==> config.mk <==
export PLATFORM = sky130hd
export DESIGN_NAME = sdoe_ctrl
export DESIGN_NICKNAME = d
export VERILOG_FILES = /design/src/rtl/sdoe_pkg.sv /design/src/rtl/sdoe_pin_sync.sv /design/src/rtl/sdoe_mode_decode.sv /design/src/rtl/sdoe_out_gate.sv /design/src/rtl/sdoe_ctrl.sv
export SDC_FILE = /design/constraint.sdc
export NUM_CORES = 1
export LEC_CHECK = 0
export BUFFER_PORTS_ARGS = -buffer_cell sky130_fd_sc_hd__buf_4
export CAP_MARGIN = 20
export CORE_MARGIN = 5
export CORE_UTILIZATION = 45
export CTS_CLUSTER_DIAMETER = 120
export DETAILED_ROUTE_END_ITERATION = 10
export PLACE_DENSITY = 0.8
export SLEW_MARGIN = 15
export SYNTH_ARGS = -nofsm -noshare
export SYNTH_HDL_FRONTEND = slang
export SYNTH_SLANG_ARGS = --single-unit
==> constraint.sdc <==
create_clock -name clk -period 2 [get_ports clk]
set_clock_uncertainty 0.1 [all_clocks]
set_input_delay 0.1 -clock clk [delete_from_list [all_inputs] [get_ports clk]]
set_output_delay 0.1 -clock clk [all_outputs]
set_load 0.05 [all_outputs]
==> src/rtl/sdoe_pkg.sv <==
package sdoe_pkg;

    // Disabled-state selection for one output in enable mode
    typedef enum logic [1:0] {
        DIS_HIZ     = 2'b00,
        DIS_LOW     = 2'b01,
        DIS_HIGH    = 2'b10,
        DIS_HIZ_ALT = 2'b11
    } dis_sel_e;

    // Drive command for one output
    typedef struct packed {
        logic en;
        logic hiz;
        logic lvl;
    } drive_t;

    // Decoded pin meaning
    typedef struct packed {
        logic shut;
        logic run;
    } ctl_t;

    localparam drive_t DRV_OFF = '{en: 1'b0, hiz: 1'b0, lvl: 1'b0};
    localparam drive_t DRV_ON  = '{en: 1'b1, hiz: 1'b0, lvl: 1'b0};

    function automatic drive_t disabled_drive(input dis_sel_e sel);
        drive_t d;
        d = DRV_OFF;
        case (sel)
            DIS_LOW:  d.lvl = 1'b0;
            DIS_HIGH: d.lvl = 1'b1;
            default:  d.hiz = 1'b1;
        endcase
        return d;
    endfunction

    function automatic ctl_t decode_pin(input logic pin_s,
                                        input logic sd_mode,
                                        input logic oe_high);
        ctl_t c;
        c.shut = sd_mode & pin_s;
        if (sd_mode)
            c.run = ~pin_s;
        else
            c.run = oe_high ? pin_s : ~pin_s;
        return c;
    endfunction

endpackage

==> src/rtl/sdoe_pin_sync.sv <==
module sdoe_pin_sync #(
    parameter int STAGES = 2
) (
    input  logic clk,
    input  logic rst,
    input  logic pin_async,
    output logic pin_sync
);
    localparam int LAST = STAGES - 1;

    logic [LAST:0] chain_q;

    generate
        if (STAGES == 1) begin : g_single
            always_ff @(posedge clk) begin
                if (rst) chain_q <= '0;
                else     chain_q <= pin_async;
            end
        end else begin : g_multi
            always_ff @(posedge clk) begin
                if (rst) chain_q <= '0;
                else     chain_q <= {chain_q[LAST-1:0], pin_async};
            end
        end
    endgenerate

    assign pin_sync = chain_q[LAST];

endmodule

==> src/rtl/sdoe_mode_decode.sv <==
module sdoe_mode_decode
    import sdoe_pkg::*;
(
    input  logic pin_s,
    input  logic sd_mode,
    input  logic oe_high,
    output ctl_t ctl
);
    always_comb begin
        ctl = decode_pin(pin_s, sd_mode, oe_high);
    end

    // shutdown and run never both requested
    always_comb begin
        a_r2_shut_excl: assert (!(ctl.shut && ctl.run))
            else $error("shutdown and run both active");
    end

endmodule

==> src/rtl/sdoe_out_gate.sv <==
module sdoe_out_gate
    import sdoe_pkg::*;
(
    input  logic     clk,
    input  logic     rst,
    input  logic     clk_lvl,
    input  ctl_t     ctl,
    input  dis_sel_e dis_sel,
    output drive_t   drv
);
    drive_t drv_q;
    drive_t drv_d;

    always_comb begin
        drv_d = drv_q;
        if (ctl.shut)
            drv_d = DRV_OFF;
        else if (!clk_lvl)
            drv_d = ctl.run ? DRV_ON : disabled_drive(dis_sel);
    end

    always_ff @(posedge clk) begin
        if (rst) drv_q <= DRV_OFF;
        else     drv_q <= drv_d;
    end

    assign drv = drv_q;

    a_r7_shut_forces: assert property (@(posedge clk) disable iff (rst)
        $past(ctl.shut) |-> (drv_q == DRV_OFF));

    a_r6_hold_high: assert property (@(posedge clk) disable iff (rst)
        (!$past(rst) && !$past(ctl.shut) && $past(clk_lvl)) |-> (drv_q == $past(drv_q)));

    a_r5_no_en_hiz: assert property (@(posedge clk) disable iff (rst)
        !(drv_q.en && drv_q.hiz));

endmodule

==> src/rtl/sdoe_ctrl.sv <==
module sdoe_ctrl
    import sdoe_pkg::*;
#(
    parameter int N_DIFF      = 4,
    parameter int N_SE        = 1,
    parameter int SYNC_STAGES = 2
) (
    input  logic                clk,
    input  logic                rst,
    input  logic                ctl_pin,
    input  logic                cfg_sd_mode,
    input  logic                cfg_oe_high,
    input  logic [N_DIFF-1:0]   dp_clk_lvl,
    input  logic [N_SE-1:0]     se_clk_lvl,
    input  logic [2*N_DIFF-1:0] dp_dis_sel,
    input  logic [2*N_SE-1:0]   se_dis_sel,
    output logic [N_DIFF-1:0]   dp_en,
    output logic [N_DIFF-1:0]   dp_hiz,
    output logic [N_DIFF-1:0]   dp_lvl,
    output logic [N_SE-1:0]     se_en,
    output logic [N_SE-1:0]     se_hiz,
    output logic [N_SE-1:0]     se_lvl,
    output logic                pd_status
);
    localparam int SEL_W = 2;

    logic pin_s;
    ctl_t ctl;
    logic pd_q;

    sdoe_pin_sync #(.STAGES(SYNC_STAGES)) u_sync (
        .clk       (clk),
        .rst       (rst),
        .pin_async (ctl_pin),
        .pin_sync  (pin_s)
    );

    sdoe_mode_decode u_dec (
        .pin_s   (pin_s),
        .sd_mode (cfg_sd_mode),
        .oe_high (cfg_oe_high),
        .ctl     (ctl)
    );

    always_ff @(posedge clk) begin
        if (rst) pd_q <= 1'b0;
        else     pd_q <= ctl.shut;
    end
    assign pd_status = pd_q;

    generate
        for (genvar i = 0; i < N_DIFF; i++) begin : g_dp
            drive_t d;
            sdoe_out_gate u_gate (
                .clk     (clk),
                .rst     (rst),
                .clk_lvl (dp_clk_lvl[i]),
                .ctl     (ctl),
                .dis_sel (dis_sel_e'(dp_dis_sel[SEL_W*i +: SEL_W])),
                .drv     (d)
            );
            assign dp_en[i]  = d.en;
            assign dp_hiz[i] = d.hiz;
            assign dp_lvl[i] = d.lvl;
        end
        for (genvar j = 0; j < N_SE; j++) begin : g_se
            drive_t d;
            sdoe_out_gate u_gate (
                .clk     (clk),
                .rst     (rst),
                .clk_lvl (se_clk_lvl[j]),
                .ctl     (ctl),
                .dis_sel (dis_sel_e'(se_dis_sel[SEL_W*j +: SEL_W])),
                .drv     (d)
            );
            assign se_en[j]  = d.en;
            assign se_hiz[j] = d.hiz;
            assign se_lvl[j] = d.lvl;
        end
    endgenerate

    // power-down status implies every output held low
    a_r8_pd_all_off: assert property (@(posedge clk) disable iff (rst)
        pd_status |-> (~|{dp_en, dp_hiz, dp_lvl, se_en, se_hiz, se_lvl}));

    // no status during reset
    a_r9_reset_quiet: assert property (@(posedge clk)
        $past(rst) |-> !pd_status);

endmodule

==> metrics, run 1 <==
Core Area 1540 sq um; min-delay src dp_dis_sel[7]; status finished, final reports clean; nets@finish 152; Post-Syn Area 742 sq um; Min Clock Period, post-route 1.45 ns; Yosys top cell area share 48.6%; WP data required 2.11 ns; synth unique cells 14; Reg-to-Reg End g_dp[3].u_gate.drv[0]; # DRC 0; Max Cap Viol 0; Min-Delay Endpoint g_dp[3].u_gate.drv[1]; met3 Track Usage GR 5.33%; pwr dens 638 nW/um^2; via total after detailed routing around 700; Fin. Hold Viols 0; maximum vdd ir drop between 0.4 and 0.5 mV; largest area contributor in the netlist dfxtp_1; H-tree depth 1; YS warnings 0; Hold Crit Class in2reg; worst hold slack roughly 0.092 ns; Boundary Pins 36; TritonCTS Buffers 3; PostCTS Resize Cnt 0; GR Util met2 around 25%; Syn Inst Count 79; DRT iter0 DRCs 6; max_slew headroom 59.8%; global placer's final weighted congestion roughly 0.64; Setup Viol. Count Final 0; crit path kind in2reg; grt ovf 0; most frequent cells in the layout buf_4 (36), nand3_1 (20), dfxtp_1 (18); area grow syn2layout 51.9%; first-pass GRT wire length 2860 um; vias in the first global route 688; unrepaired setup endpoints after global routing no; final WL 1660 um; Num Clock Sinks 18; ANT nets after route 0; Setup TNS 0 ns; Slew Viols, Final 0; CP startpoint kind input port; setup ws final 0.549 ns; Seq/Total Area, Yosys 48.6%; worst hold path depth 4; Via-to-Cell Ratio 5.05; Buffers on Ports 35; largest net degree at the start of global routing 16; HPWL after DPL 1340 um; met1 usage 15.4%; pre-CTS setup slack 0.722 ns; clock tree from TritonCTS done; Mapped Avg Cell Area between 9 and 10 sq um; Tightest Pin Transition 0.601 ns; P_leak 0.000556 uW; GRT Overall Usage 13.8%; chip width 50.6 um; post-synthesis register bit count 18; fmax 689 MHz; CTS root buf clkbuf_4; Critical Path AT 1.56 ns; initial antenna violation count 0; R2R cell count 3; Reg-to-Reg Start u_sync.chain_q[1]; leading cell type in the layout, fill and taps excluded buf_4; Crit. End Element flop; Final Cycle Share 72.5%; DIE AREA 2560 sq um; Die Ht 50.6 um; Clk Latency, worst-skew pair 0.27 ns; Max Root-Sink Buffers 2; critical path fanouts, max 10; busiest grt layer met2; flop-to-flop setup slack 0.71 ns; post-synth net total 104; WL per Instance 11.8 um; clock slew at reported path FFs 0.09 ns; Synth area leaders dfxtp_1 (49%), nand3_1 (13%), ha_1 (8.4%), o211a_1 (6.7%), o21ai_1 (6.7%); Initial Util between 40% and 50%; share of layout cells above drive strength 1 ~32%; ANT cells 0; site row count 14; 1st-pass router iterations 4
[critical path: stages]
cell           delay, ns
dlygate4sd3_1       0.53
buf_4               0.14
nor2_1              0.48
nand3_1             0.15
o21ai_1             0.16
[metal layers]
layer  wire, um  vias to the layer above
li1           -                      370
met1        686                      318
met2        811                       24
met3        159                        0
met4          0                        0
met5          0                        -
[cells by family (layout without fill, tap and decap cells)]
kind of cell | count (synthesis) | in the layout | synth area share [%]
AOI/OAI and AO/OA | 17 | 17 | 14.8
xor gates and xnor gates | 1 | 1 | 2.19
buffers and inverters | 7 | 53 | 4.05
DFF | 18 | 18 | 48.6
adders and majority gates | 5 | 5 | 8.43
and+or+nand+nor | 31 | 31 | 21.9
[power by group]
group / internal [uW] / switching, uW / leakage, uW
registers: 374 / 7.54 / 0.000147
clock network: 69.7 / 98.4 / 0.0000138
logic: 73.9 / 96.7 / 0.000395
[synth_stat cells]
master and n:
nand3_1 20, dfxtp_1 18, o21ai_1 10, inv_1 6, ha_1 5, nand2b_1 5
o211a_1 5, a21oi_1 2, nor2_1 2, nor2b_1 2, buf_4 1, nand2_1 1
nor3b_1 1, xor2_2 1
[final cells by class]
cell class                 count  area [sq um]
tap                           16          20.0
fill                         127           414
multi-input combinational     54           352
clock buffer                   3          22.5
inverter                       6          22.5
sequential                    18           360
timing repair buffer          44           350
[registers in the layout, summed over array words and instances, names as in the netlist]
signal and cells:
g_dp.u_gate.drv 12, g_se.u_gate.drv 3, pd_status 1, u_sync.chain_q 2
[per-stage QoR]
step	total power, uW	utilization, %	cells	instance area (sq um)
3_5_place_dp	549	66.5	130	1020
3_3_place_gp	546	66.5	130	1020
2_1_floorplan	478	-	79	742
4_1_cts	727	73.1	141	1130
6_report	720	73.1	141	1130
5_1_grt	758	73.1	141	1130
[what timing repair did]
action | 4_1_cts | 5_1_grt
hold endpoints to repair | 17 | 0
buffers inserted | 0 | 0
hold buffers | 8 | 0
[how the worst max path moves through the flow]
stage               slack, ns                     to         startpoint
global route             0.41  g_dp[3].u_gate.drv[0]                rst
global placement         0.78  g_dp[0].u_gate.drv[2]  u_sync.chain_q[1]
floorplan                0.82  g_dp[1].u_gate.drv[0]  u_sync.chain_q[1]
detailed placement       0.72  g_dp[3].u_gate.drv[0]  u_sync.chain_q[1]
finish                   0.55  g_dp[3].u_gate.drv[0]        cfg_sd_mode
CTS                      0.55  g_dp[3].u_gate.drv[0]        cfg_sd_mode
No activity file was read; power rests on OpenSTA's default activity.
==> run 2, diff against run 1 <==
--- a/config.mk
+++ b/config.mk
@@ -8,10 +8,10 @@
 export BUFFER_PORTS_ARGS = -buffer_cell sky130_fd_sc_hd__buf_4
 export CAP_MARGIN = 20
 export CORE_MARGIN = 5
-export CORE_UTILIZATION = 45
+export CORE_UTILIZATION = 43
 export CTS_CLUSTER_DIAMETER = 120
 export DETAILED_ROUTE_END_ITERATION = 10
-export PLACE_DENSITY = 0.8
+export PLACE_DENSITY = 0.77
 export SLEW_MARGIN = 15
 export SYNTH_ARGS = -nofsm -noshare
 export SYNTH_HDL_FRONTEND = slang
==> constraint.sdc (replaced) <==
create_clock -name clk -period 1.5 [get_ports clk]
set_clock_uncertainty 0.1 [all_clocks]
set_input_delay 0.075 -clock clk [delete_from_list [all_inputs] [get_ports clk]]
set_output_delay 0.075 -clock clk [all_outputs]
set_load 0.05 [all_outputs]
==> run 2 against run 1 <==
Net effect:
- combinational power increased by 37%
- clock power grew 77%
- sequential share of layout area decreased by 1.0 points
- die area is 3.7% higher
- critical path type unchanged
- critical endpoint is now g_dp[2].u_gate.drv[0]
==> metrics, run 2 (synthesis results as in run 1) <==
status finished, final reports clean (unchanged); pre-CTS setup slack -0.0588 ns (was 0.722 ns); critical path fanouts, max 15 (was 10); Post-CTS Setup Repair Bufs 0 (unchanged); Crit. End Element flop (unchanged); HPWL after DPL 1270 um (was 1340 um); WP data required 1.63 ns (was 2.11 ns); TritonCTS Buffers 3 (unchanged); Final Cycle Share 91.0%; H-tree depth 1 (unchanged); most frequent cells in the layout buf_4 (37), nand3_1 (20), dfxtp_1 (18) (was buf_4 (36), nand3_1 (20), dfxtp_1 (18)); ANT cells 0 (unchanged); Clk Latency, worst-skew pair 0.29 ns (was 0.27 ns); chip width 51.5 um (was 50.6 um); site row count 15 (was 14); final core utilization 69.0% (was 73.1%); DIE AREA 2660 sq um (was 2560 sq um); Setup crit start cfg_sd_mode (unchanged); worst hold path depth 4 (unchanged); Max Cap Viol 0 (unchanged); ANT nets after route 0 (unchanged); Max Root-Sink Buffers 2 (unchanged); fin cells 144 (was 141); Core Area 1690 sq um (was 1540 sq um); DRT iter0 DRCs 9 (was 6); setup ws final 0.135 ns (was 0.549 ns); maximum vdd ir drop 0.641 mV (was 0.433 mV); flop-to-flop setup slack 0.21 ns (was 0.71 ns); CTS root buf clkbuf_4 (unchanged); vias in the first global route 698 (was 688); Reg-to-Reg End g_dp[1].u_gate.drv[2] (was g_dp[3].u_gate.drv[0]); initial antenna violation count 0 (unchanged); Tightest Pin Transition 0.636 ns (was 0.601 ns); Min Clock Period, post-route 1.36 ns; WL per Instance 12.1 um (was 11.8 um); share of layout cells above drive strength 1 33.9% (was 32.0%); Largest register FFs 12 (unchanged); Buffers on Ports 35 (unchanged); Via-to-Cell Ratio 5.17 (was 5.05); nets@finish 153 (was 152); 1st-pass router iterations 4 (unchanged); Slew Viols, Final 0 (unchanged); Initial Util 43.9% (was 48.1%); unrepaired setup endpoints after global routing no (unchanged); area grow syn2layout 57.0% (was 51.9%); largest net degree at the start of global routing 16 (unchanged); final WL 1750 um (was 1660 um); via total after detailed routing 745 (was 712); grt ovf 0 (unchanged); placed cells 132 (was 130); Setup Viol. Count Final 0 (unchanged); global placer's final weighted congestion 0.745 (was 0.636); crit path kind in2reg (unchanged); pwr dens 892 nW/um^2 (was 638 nW/um^2); fmax 733 MHz; leading cell type in the layout, fill and taps excluded buf_4 (unchanged); first-pass GRT wire length 2910 um (was 2860 um); Hold Crit Class in2reg (unchanged); CP startpoint kind input port (unchanged); Num Clock Sinks 18 (unchanged); R2R cell count 4 (was 3); FILL cells 144 (was 127); Reg-to-Reg Start u_sync.chain_q[1] (unchanged); # DRC 0 (unchanged); P_leak 0.000570 uW (was 0.000556 uW); max_slew headroom 57.6% (was 59.8%); clock slew at reported path FFs 0.10 ns (was 0.09 ns); Boundary Pins 36 (unchanged); Setup crit end g_dp[2].u_gate.drv[0] (was g_dp[3].u_gate.drv[0]); Die Ht 51.5 um (was 50.6 um); Fin. Hold Viols 0 (unchanged); Critical Path AT 1.50 ns (was 1.56 ns); GRT Overall Usage 14.8% (was 13.8%); clock tree from TritonCTS done (unchanged)
## run 2: changes by cell type in the layout (fill, tap and decap cells not counted), sizes merged
cell / delta
buf: +1
clkbuf: +1
## run 2: area by class of cell
cell class | count | area (sq um) | share of cell area (%)
well taps | 17 | 21.3 | 1.83
inverters | 6 | 22.5 | 1.93
clock buffers | 4 | 36.3 | 3.11
multi-input cells | 54 | 367 | 31.5
repair buffers | 45 | 358 | 30.7
flip-flops and latches | 18 | 360 | 30.9
## run 2: metal layers
layer  track usage, %  part of all wire (%)  up-vias
met3             4.58                   9.5        6
met2             24.6                    48       28
li1                 -                     -      374
met5                0                     0        -
met4             7.86                   2.1        0
met1             16.8                    40      337
## run 2: metrics by stage
step	cell area, sq um	hold slack (ns)	setup TNS [ns]	total power, uW
final	1160	0.0516	0	1040
after global routing	1160	0.0596	0	1100
after CTS	1150	0.0537	0	1050
after detailed placement	1030	0.174	-0.725	733
after global placement	1030	0.173	-0.186	729
after floorplan	742	0.0466	0	638
## run 2: worst max-delay path: stages
cell,delay (ns)
dlygate4sd3_1,0.53
buf_4,0.14
a21oi_2,0.50
nand3_1,0.14
o21ai_1,0.10
## run 2: power by group
group	internal (uW)	switching (uW)	total (uW)
sequential	498	9.20	507
combinational	101	134	235
clock	148	149	297
## run 2: worst min-delay path by stage
| stage | end | startpoint | slack [ns] |
|---|---|---|---|
| 2_1_floorplan | u_sync.chain_q[0] | rst | 0.05 |
| 3_3_place_gp | u_sync.chain_q[1] | rst | 0.17 |
| 3_5_place_dp | u_sync.chain_q[1] | rst | 0.17 |
| 4_1_cts | g_dp[2].u_gate.drv[1] | dp_dis_sel[5] | 0.05 |
| 5_1_grt | g_dp[2].u_gate.drv[1] | dp_dis_sel[5] | 0.06 |
| 6_report | g_se[0].u_gate.drv[1] | se_dis_sel[1] | 0.05 |
## run 2: repair_timing
item,4_1_cts,5_1_grt
endpoints found under the hold margin,18,0
resized for setup,1,1
hold buffers,8,0
setup endpoints to repair,15,1
